==> src/rtl/ncr_pkg.sv <==
// Shared opcodes, bus cycle record and sequencer states.
// Assumes an 8-bit asynchronous NAND-style data bus.
package ncr_pkg;
    localparam logic [7:0] OP_DIE_SEL = 8'h78;
    localparam logic [7:0] OP_COL_SET = 8'h05;
    localparam logic [7:0] OP_COL_GO  = 8'hE0;

    typedef struct packed {
        logic       cle;
        logic       ale;
        logic [7:0] data;
    } bus_cycle_t;

    typedef enum logic [3:0] {
        S_IDLE, S_SEL_CMD, S_SEL_ADR, S_SET_CMD, S_COL_LO,
        S_COL_HI, S_GO_CMD, S_WHR, S_READ, S_RHW
    } seq_state_t;
endpackage

==> src/rtl/ncr_wr_cycle.sv <==
// One bus write cycle: holds CLE/ALE/data for the whole cycle, drives the
// write strobe low for T_WL cycles and high for T_WH cycles, then pulses done.
// Assumes start arrives only while the cycle engine is idle; T_WL, T_WH >= 1.
module ncr_wr_cycle
    import ncr_pkg::*;
#(
    parameter int T_WL = 2,
    parameter int T_WH = 2
) (
    input  logic       clk,
    input  logic       rst_n,
    input  logic       start,
    input  bus_cycle_t cyc_in,
    output logic       we_n,
    output logic       cle,
    output logic       ale,
    output logic [7:0] dq,
    output logic       oe,
    output logic       done
);
    localparam int TMAX = (T_WL > T_WH) ? T_WL : T_WH;
    localparam int CW   = $clog2(TMAX + 1);

    typedef enum logic [1:0] {W_IDLE, W_LOW, W_HIGH} wph_t;

    wph_t          ph;
    logic [CW-1:0] cnt;
    bus_cycle_t    cyc;

    // Phase counter for one write strobe.
    always_ff @(posedge clk) begin
        if (!rst_n) begin
            ph   <= W_IDLE;
            cnt  <= '0;
            we_n <= 1'b1;
            cyc  <= '0;
            done <= 1'b0;
        end else begin
            done <= 1'b0;
            case (ph)
                W_IDLE: if (start) begin
                    ph   <= W_LOW;
                    cnt  <= CW'(T_WL - 1);
                    we_n <= 1'b0;
                    cyc  <= cyc_in;
                end
                W_LOW: if (cnt == '0) begin
                    ph   <= W_HIGH;
                    we_n <= 1'b1;
                    cnt  <= CW'(T_WH - 1);
                end else begin
                    cnt <= cnt - 1'b1;
                end
                default: if (cnt == '0) begin
                    ph   <= W_IDLE;
                    done <= 1'b1;
                    cyc  <= '0;
                end else begin
                    cnt <= cnt - 1'b1;
                end
            endcase
        end
    end

    // Bus fields follow the held cycle record.
    always_comb begin
        cle = cyc.cle;
        ale = cyc.ale;
        dq  = cyc.data;
        oe  = (ph != W_IDLE);
    end
endmodule

==> src/rtl/ncr_rd_stream.sv <==
// Reads n_bytes bytes with the read strobe: low for T_RL cycles, byte captured
// on the edge ending the low phase, then high for at least T_RH cycles and
// until the host has taken the byte. Pulses sample per byte and done at end.
// Assumes start only while idle; T_RL, T_RH >= 1.
module ncr_rd_stream #(
    parameter int T_RL  = 2,
    parameter int T_RH  = 2,
    parameter int CNT_W = 8
) (
    input  logic             clk,
    input  logic             rst_n,
    input  logic             start,
    input  logic [CNT_W-1:0] n_bytes,
    input  logic [7:0]       dq_in,
    input  logic             out_ready,
    output logic             re_n,
    output logic             out_valid,
    output logic [7:0]       out_data,
    output logic             sample,
    output logic             done
);
    localparam int TMAX = (T_RL > T_RH) ? T_RL : T_RH;
    localparam int CW   = $clog2(TMAX + 1);

    typedef enum logic [1:0] {R_IDLE, R_LOW, R_HIGH} rph_t;

    rph_t             ph;
    logic [CW-1:0]    cnt;
    logic [CNT_W-1:0] rem;

    // Strobe phases, byte capture and host handshake.
    always_ff @(posedge clk) begin
        if (!rst_n) begin
            ph        <= R_IDLE;
            cnt       <= '0;
            rem       <= '0;
            re_n      <= 1'b1;
            out_valid <= 1'b0;
            out_data  <= '0;
            sample    <= 1'b0;
            done      <= 1'b0;
        end else begin
            sample <= 1'b0;
            done   <= 1'b0;
            case (ph)
                R_IDLE: if (start) begin
                    if (n_bytes == '0) begin
                        done <= 1'b1;
                    end else begin
                        ph   <= R_LOW;
                        re_n <= 1'b0;
                        cnt  <= CW'(T_RL - 1);
                        rem  <= n_bytes;
                    end
                end
                R_LOW: if (cnt == '0) begin
                    ph        <= R_HIGH;
                    re_n      <= 1'b1;
                    out_data  <= dq_in;
                    out_valid <= 1'b1;
                    sample    <= 1'b1;
                    rem       <= rem - 1'b1;
                    cnt       <= CW'(T_RH - 1);
                end else begin
                    cnt <= cnt - 1'b1;
                end
                default: begin
                    if (out_valid && out_ready) out_valid <= 1'b0;
                    if (cnt != '0) cnt <= cnt - 1'b1;
                    if (cnt == '0 && (!out_valid || out_ready)) begin
                        if (rem != '0) begin
                            ph   <= R_LOW;
                            re_n <= 1'b0;
                            cnt  <= CW'(T_RL - 1);
                        end else begin
                            ph   <= R_IDLE;
                            done <= 1'b1;
                        end
                    end
                end
            endcase
        end
    end
endmodule

==> src/rtl/nand_colread_seq.sv <==
// Column random-read sequencer. Gates a request on the die ready flags,
// optionally selects one die with a status command, moves the cache column
// pointer, waits T_WHR, streams req_count bytes, then waits T_RHW.
// Assumes req_count is nonzero and COL_W <= 16.
module nand_colread_seq
    import ncr_pkg::*;
#(
    parameter int COL_W   = 12,
    parameter int CNT_W   = 8,
    parameter int ROW_CYC = 3,
    parameter int T_WL    = 2,
    parameter int T_WH    = 2,
    parameter int T_RL    = 2,
    parameter int T_RH    = 2,
    parameter int T_WHR   = 6,
    parameter int T_RHW   = 8
) (
    input  logic                 clk,
    input  logic                 rst_n,
    input  logic                 req_valid,
    input  logic [COL_W-1:0]     req_col,
    input  logic [CNT_W-1:0]     req_count,
    input  logic [8*ROW_CYC-1:0] req_row,
    input  logic                 req_multi_die,
    input  logic                 req_cont,
    input  logic                 die_rdy,
    input  logic                 die_ardy,
    input  logic                 cache_rd_active,
    output logic                 busy,
    output logic                 err,
    output logic [COL_W-1:0]     cur_col,
    output logic                 nand_cle,
    output logic                 nand_ale,
    output logic                 nand_we_n,
    output logic                 nand_re_n,
    output logic [7:0]           nand_dq_out,
    output logic                 nand_dq_oe,
    input  logic [7:0]           nand_dq_in,
    output logic                 dout_valid,
    output logic [7:0]           dout_data,
    input  logic                 dout_ready
);
    localparam int GMAX = (T_WHR > T_RHW) ? T_WHR : T_RHW;
    localparam int GW   = $clog2(GMAX + 1);
    localparam int IW   = (ROW_CYC > 1) ? $clog2(ROW_CYC) : 1;

    seq_state_t           state;
    logic                 issued;
    logic [IW-1:0]        idx;
    logic [GW-1:0]        gap;
    logic [COL_W-1:0]     col_q;
    logic [CNT_W-1:0]     cnt_q;
    logic [8*ROW_CYC-1:0] row_q;
    logic                 out_mode;
    logic                 ready_ok;
    logic                 in_wr;
    logic                 wr_start;
    logic                 wr_done;
    logic                 rd_start;
    logic                 rd_done;
    logic                 rd_sample;
    logic [15:0]          col_wide;
    bus_cycle_t           wr_cyc;

    // Request gating and engine launch.
    always_comb begin
        ready_ok = die_rdy && (die_ardy || cache_rd_active);
        col_wide = 16'(col_q);
        in_wr    = (state == S_SEL_CMD) || (state == S_SEL_ADR) ||
                   (state == S_SET_CMD) || (state == S_COL_LO)  ||
                   (state == S_COL_HI)  || (state == S_GO_CMD);
        wr_start = in_wr && !issued;
        rd_start = (state == S_READ) && !issued;
    end

    // Bus cycle content for the current write state.
    always_comb begin
        case (state)
            S_SEL_CMD: wr_cyc = '{cle: 1'b1, ale: 1'b0, data: OP_DIE_SEL};
            S_SEL_ADR: wr_cyc = '{cle: 1'b0, ale: 1'b1, data: row_q[{idx, 3'b000} +: 8]};
            S_SET_CMD: wr_cyc = '{cle: 1'b1, ale: 1'b0, data: OP_COL_SET};
            S_COL_LO:  wr_cyc = '{cle: 1'b0, ale: 1'b1, data: col_wide[7:0]};
            S_COL_HI:  wr_cyc = '{cle: 1'b0, ale: 1'b1, data: col_wide[15:8]};
            S_GO_CMD:  wr_cyc = '{cle: 1'b1, ale: 1'b0, data: OP_COL_GO};
            default:   wr_cyc = '0;
        endcase
    end

    // Sequence state, gap timers and column pointer.
    always_ff @(posedge clk) begin
        if (!rst_n) begin
            state    <= S_IDLE;
            issued   <= 1'b0;
            idx      <= '0;
            gap      <= '0;
            col_q    <= '0;
            cnt_q    <= '0;
            row_q    <= '0;
            out_mode <= 1'b0;
            err      <= 1'b0;
        end else begin
            err <= 1'b0;
            if (wr_start || rd_start) issued <= 1'b1;
            case (state)
                S_IDLE: if (req_valid) begin
                    if (!ready_ok) begin
                        err <= 1'b1;
                    end else begin
                        cnt_q <= req_count;
                        if (req_cont && out_mode) begin
                            state <= S_READ;
                        end else begin
                            col_q <= req_col;
                            row_q <= req_row;
                            idx   <= '0;
                            state <= req_multi_die ? S_SEL_CMD : S_SET_CMD;
                        end
                    end
                end
                S_SEL_CMD: if (wr_done) begin
                    issued <= 1'b0;
                    state  <= S_SEL_ADR;
                end
                S_SEL_ADR: if (wr_done) begin
                    issued <= 1'b0;
                    if (idx == IW'(ROW_CYC - 1)) state <= S_SET_CMD;
                    else idx <= idx + 1'b1;
                end
                S_SET_CMD: if (wr_done) begin
                    issued <= 1'b0;
                    state  <= S_COL_LO;
                end
                S_COL_LO: if (wr_done) begin
                    issued <= 1'b0;
                    state  <= S_COL_HI;
                end
                S_COL_HI: if (wr_done) begin
                    issued <= 1'b0;
                    state  <= S_GO_CMD;
                end
                S_GO_CMD: if (wr_done) begin
                    issued   <= 1'b0;
                    out_mode <= 1'b1;
                    gap      <= GW'(T_WHR - 1);
                    state    <= S_WHR;
                end
                S_WHR: if (gap == '0) state <= S_READ;
                       else gap <= gap - 1'b1;
                S_READ: begin
                    if (rd_sample) col_q <= col_q + 1'b1;
                    if (rd_done) begin
                        issued <= 1'b0;
                        gap    <= GW'(T_RHW - 1);
                        state  <= S_RHW;
                    end
                end
                default: if (gap == '0) state <= S_IDLE;
                         else gap <= gap - 1'b1;
            endcase
        end
    end

    assign busy    = (state != S_IDLE);
    assign cur_col = col_q;

    ncr_wr_cycle #(.T_WL(T_WL), .T_WH(T_WH)) u_wr (
        .clk    (clk),
        .rst_n  (rst_n),
        .start  (wr_start),
        .cyc_in (wr_cyc),
        .we_n   (nand_we_n),
        .cle    (nand_cle),
        .ale    (nand_ale),
        .dq     (nand_dq_out),
        .oe     (nand_dq_oe),
        .done   (wr_done)
    );

    ncr_rd_stream #(.T_RL(T_RL), .T_RH(T_RH), .CNT_W(CNT_W)) u_rd (
        .clk       (clk),
        .rst_n     (rst_n),
        .start     (rd_start),
        .n_bytes   (cnt_q),
        .dq_in     (nand_dq_in),
        .out_ready (dout_ready),
        .re_n      (nand_re_n),
        .out_valid (dout_valid),
        .out_data  (dout_data),
        .sample    (rd_sample),
        .done      (rd_done)
    );
endmodule

==> config.mk <==
export PLATFORM = sky130hd
export DESIGN_NAME = nand_colread_seq
export DESIGN_NICKNAME = d
export VERILOG_FILES = /design/src/rtl/ncr_pkg.sv /design/src/rtl/ncr_wr_cycle.sv /design/src/rtl/ncr_rd_stream.sv /design/src/rtl/nand_colread_seq.sv
export SDC_FILE = /design/constraint.sdc
export NUM_CORES = 1
export LEC_CHECK = 0
export CORE_ASPECT_RATIO = 1.25
export CORE_MARGIN = 3
export CORE_UTILIZATION = 45
export CTS_BUF_LIST = sky130_fd_sc_hd__clkbuf_4 sky130_fd_sc_hd__clkbuf_8
export DETAILED_ROUTE_END_ITERATION = 12
export HOLD_SLACK_MARGIN = 0.05
export PLACE_DENSITY = 0.71
export SYNTH_ARGS = -nofsm -noshare
export SYNTH_HDL_FRONTEND = slang
export SYNTH_SLANG_ARGS = --single-unit
==> constraint.sdc <==
create_clock -name clk -period 4.13 [get_ports clk]
set_input_delay 1.0325 -clock clk [delete_from_list [all_inputs] [get_ports clk]]
set_output_delay 1.0325 -clock clk [all_outputs]
set_load 0.01 [all_outputs]
# Word level (Yosys, flattened, before mapping)
# Index checks and enable logic that the tools add are counted.
# totals
elab_cells	204
output_inout_bits	36
ff_bits	97
inputBits	61
# op_classes
eq_ne	32
n_shift	1
mux	78
n_addsub	6
n_bitwise	5
reduce_logical	58
# ops
op	count
$mux W4	15
$pmux W10 S6	1
$mux W12	4
$mux W2	19
$pmux W4 S9	1
$mux W8	3
$pmux W12 S2	1
$shiftx A24 B6 Y8	1
$ne A2 B1 Y1 const B	11
$mux W10	2
$pmux W10 S2	1
$pmux W2 S2	5
$mux W1	19
$reduce_and A3 Y1	6
$eq A4 B3 Y1 const B	4
$ne A2 B2 Y1 const B	8
$pmux W8 S2	1
$reduce_and A4 Y1	4
$reduce_bool A2 Y1	8
$add A12 B1 Y12 const B	1
$pmux W4 S3	1
$reduce_and A12 Y1	1
$reduce_or A6 Y1	2
$pmux W1 S2	5
other kinds (25)	56

# Depth between registers and ports, before layout
# logic_depth
depth_word	11
depth_mapped	8
depth_no_buf	7

# Hierarchy
# From an unflattened synthesis, not the netlist that was laid out.
# hier_totals
hier_cells	641
area_unflattened_um2	5091.1
# by_module_without_submodules
module	cells_each	instances	seq_area_each_um2	area_each_um2
nand_colread_seq	405	1	1141.1	3145.5
ncr_rd_stream	153	1	480.5	1207.4
ncr_wr_cycle	83	1	320.3	738.2

# Worst setup path after synthesis
# OpenSTA, ideal clock, no wires.
# synth_timing
path_type	flip-flop to output port
from	register state[3]
to	output port busy
path_buffers	1
stages_incl_launch_ff	4
setup_slack_ns	1.953
t_arrival_ns	1.145
path_cell_list	dfxtp_1 buf_2 nor4_1 inv_1
# synth_via
elab_chain_cells	1
# synth_rtl
element	line_no	rtl
from (decl)	nand_colread_seq.sv:47	seq_state_t state;
from (signal assigned)	nand_colread_seq.sv:116	state <= req_multi_die ? S_SEL_CMD : S_SET_CMD;
$reduce_bool A4 Y1	nand_colread_seq.sv:163	assign busy = (state != S_IDLE);
to (decl)	nand_colread_seq.sv:29	output logic busy,
# No other way between the ends.

# Final worst setup path
# layout_timing
from	register state[0]
to	output port busy
# The elaborated chain is that of the path after synthesis.

==> qor.csv <==
stage;metric;value;unit
cts;Inserted Clock Buffers;9;
pwr;P per Cell Area;492;nW/um2
sta;unrepaired setup endpoints after global routing;false;
die;Chip Width;98.8;um
routing;# DRC;0;
sta;WHS;0.461;ns
final_layout;most frequent cells in the layout;nand2_1 (116), dfxtp_1 (97), clkdlybuf4s50_1 (96);
yosys;Post-synth EDFFs;0;
hold_path;Hold WC Path Type;flip-flop to flip-flop;
yosys;Post-Synthesis Cells;626;
cts;Hold-fix buffers, CTS;0;
final_layout;Area Overhead vs Synth;24.1;%
cts;Root Buffer;clkbuf_8;
flow_run;total of max-cap violations;0;
die;I/O Pins;97;
routing;Routed WL;13.1;mm
final_layout;area of the multi-input gates;2650;um2
yosys;synthesized flop and latch total;97;
setup_path;slowest CP cell;nor4_1;
cts;Longest Clk Path Bufs;2;
sta;Worst Tran Pin Value;1.11;ns
setup_path;data arrival time of the critical path;2.36;ns
die;die span in y;122;um
die;core box area;10300;um2
setup_path;CP startpoint kind;flip-flop;
setup_path;Critical Path End Type;primary output;
final_layout;n_diodes;0;
cts;CTS tree;yes;
sta;skew final;0.00945;ns
placed_design;Post-Place Setup Slack;1.05;ns
setup_path;crit-path cells;nor4_1, inv_1, clkdlybuf4s50_1;
global_route;initial antenna violation count;0;
routing;Routed Antenna Nets;0;
yosys;register area share after synthesis;40.1;%
final_layout;commonest non-fill, non-tap cell in the layout;nand2_1;
pwr;leakage;2.09;nW
cts;Reg clk slew, reported paths;0.09;ns
global_route;vias in the first global route;4408;
routing;DR vias;4793;
die;Rows;41;
cts;post-CTS setup buffers;0;
routing;initial drt markers;333;
global_route;largest net degree at the start of global routing;55;
routing;via/cell ratio;5.77;
setup_path;delay-heaviest family, CP;buffers and inverters;
global_route;GRT overflow;0;
global_route;global-route wire length before repair;20.9;mm
pwr;peak supply drop;0.000217;V
yosys;synthesized area;4850;um2
placed_design;port bufs;96;
placed_design;GP Congestion;0.836;
final_layout;FF/Latch Area;1940;um2
sta;final count of pins violating max slew;0;
final_layout;Final Instance Area;6010;um2
yosys;syn nets;693;
cts;Post-CTS Resized;0;
final_layout;Layout Nets;764;
sta;setup slack after layout;0.734;ns
routing;First-pass DRT Iterations;5;
die;Die ar.;12100;um2
yosys;Syn. warnings;0;
cts;Sink Count;97;
cts;insertion delay to the later sink of the worst-skew pair;0.37;ns
sta;slew margin rel.;24.8;%
cts;H-tree levels;3;
placed_design;area of placed instances;5840;um2
final_layout;layout cells sized above 1;6.13;%
outcome;status;finished, final reports clean;
yosys;asr flop ratio synth;0;%
sta;max frequency;294;MHz
yosys;Post-Syn Area per Cell;7.74;um2
sta;final hold viol count;0;
setup_path;critical path type;flip-flop to primary output;
yosys;Distinct cells, synth;62;
sta;Final Setup Violations;0;
setup_path;Buf/Inv on CP;2;
sta;fin crit share;82.2;%
sta;final setup TNS;0;ns
final_layout;Fillers;978;
final_layout;Core Util, Final;58.3;%
yosys;synth top area cells;dfxtp_1 (40%), nand2_1 (9.0%), a21oi_1 (8.8%);
sta;Tmin final;3.40;ns
die;Starting Density;47.0;%
setup_path;Max stage delay on crit path;0.67;ns
placed_design;DPL Wire Length;9.36;mm
global_route;Total GRT Usage;21.2;%
yosys;Synth top area share;40.1;%
setup_path;CP required;3.10;ns
yosys;Post-synth top flop;dfxtp_1;
yosys;area leader, netlist;dfxtp_1;
setup_path;Worst Path Max Fanout;29;
routing;WL/cell;15.7;um
[area by class of cell]
class | instances | share of cell area (%)
flip-flops and latches | 97 | 32.3
repair buffers | 103 | 16.9
clock buffers | 9 | 2.06
inverters | 19 | 1.19
clock inverters | 7 | 0.895
multi-input cells | 467 | 44.0
well taps | 129 | 2.68
[registers in the layout, summed over array words and instances, names as in the netlist, 2 cells and up]
name           count
cnt_q              8
cur_col           12
gap                4
idx                2
row_q             24
state              4
u_rd.cnt           2
u_rd.out_data      8
u_rd.ph            2
u_rd.rem           8
u_wr.cnt           2
u_wr.dq            8
u_wr.ph            2
[where the power goes]
| group | internal, mW | total (mW) | switching [mW] |
|---|---|---|---|
| Sequential | 1.05 | 1.24 | 0.187 |
| Combinational | 0.514 | 1.15 | 0.635 |
| Clock | 0.224 | 0.573 | 0.349 |
[synth_stat cells (3+ instances only)]
library cell / count
a211oi_1: 6
a21oi_1: 85
a311oi_1: 4
a31oi_1: 6
and2_1: 5
and3_1: 5
buf_1: 4
buf_2: 13
clkbuf_1: 24
dfxtp_1: 97
ha_1: 6
inv_1: 18
mux2_2: 4
mux2i_1: 20
nand2_1: 116
nand2b_1: 3
nand3_1: 17
nand3b_1: 5
nor2_1: 54
nor2b_1: 6
nor3_1: 13
nor4_1: 5
o211a_1: 3
o21a_1: 3
o21ai_0: 39
o221a_2: 3
o22ai_1: 5
o31ai_1: 4
or3_1: 5
or4_1: 3
[routing by layer]
metal	wire [um]	GRT usage, %
met5	0	0
met4	301	8.97
met3	596	3.26
met2	6550	37.6
met1	5620	25.3
[path summary, 6_finish.rpt]
kind	start	to	slack (ns)	cells after the start
setup / recovery	state[0]$_SDFFE_PN0P_	busy	0.73	3
hold / removal	row_q[21]$_SDFFE_PN0P_	row_q[21]$_SDFFE_PN0P_	0.46	2
setup reg to reg	state[0]$_SDFFE_PN0P_	row_q[11]$_SDFFE_PN0P_	1.41	5
hold reg to reg	row_q[21]$_SDFFE_PN0P_	row_q[21]$_SDFFE_PN0P_	0.46	2
[kinds of logic after synthesis]
family / synth area share (%)
mux: 5.06
simple gates: 25.0
flops: 40.1
buf+inv: 5.37
fa+ha+maj: 1.55
compound gates: 22.9
[per-stage QoR]
stage               total power [mW]  instances
floorplan                       2.02        626
global placement                2.36        815
detailed placement              2.39        815
CTS                             2.96        831
global route                    3.15        831
finish                          2.96        831
[worst register-to-register path, stage by stage (launching register included)]
cell	delay (ns)
dfxtp_1	0.65
nor4_1	0.67
and2_1	0.60
nand2_2	0.42
nand2_1	0.19
a21oi_1	0.08
Note: power is estimated with default switching activity, not from simulation.
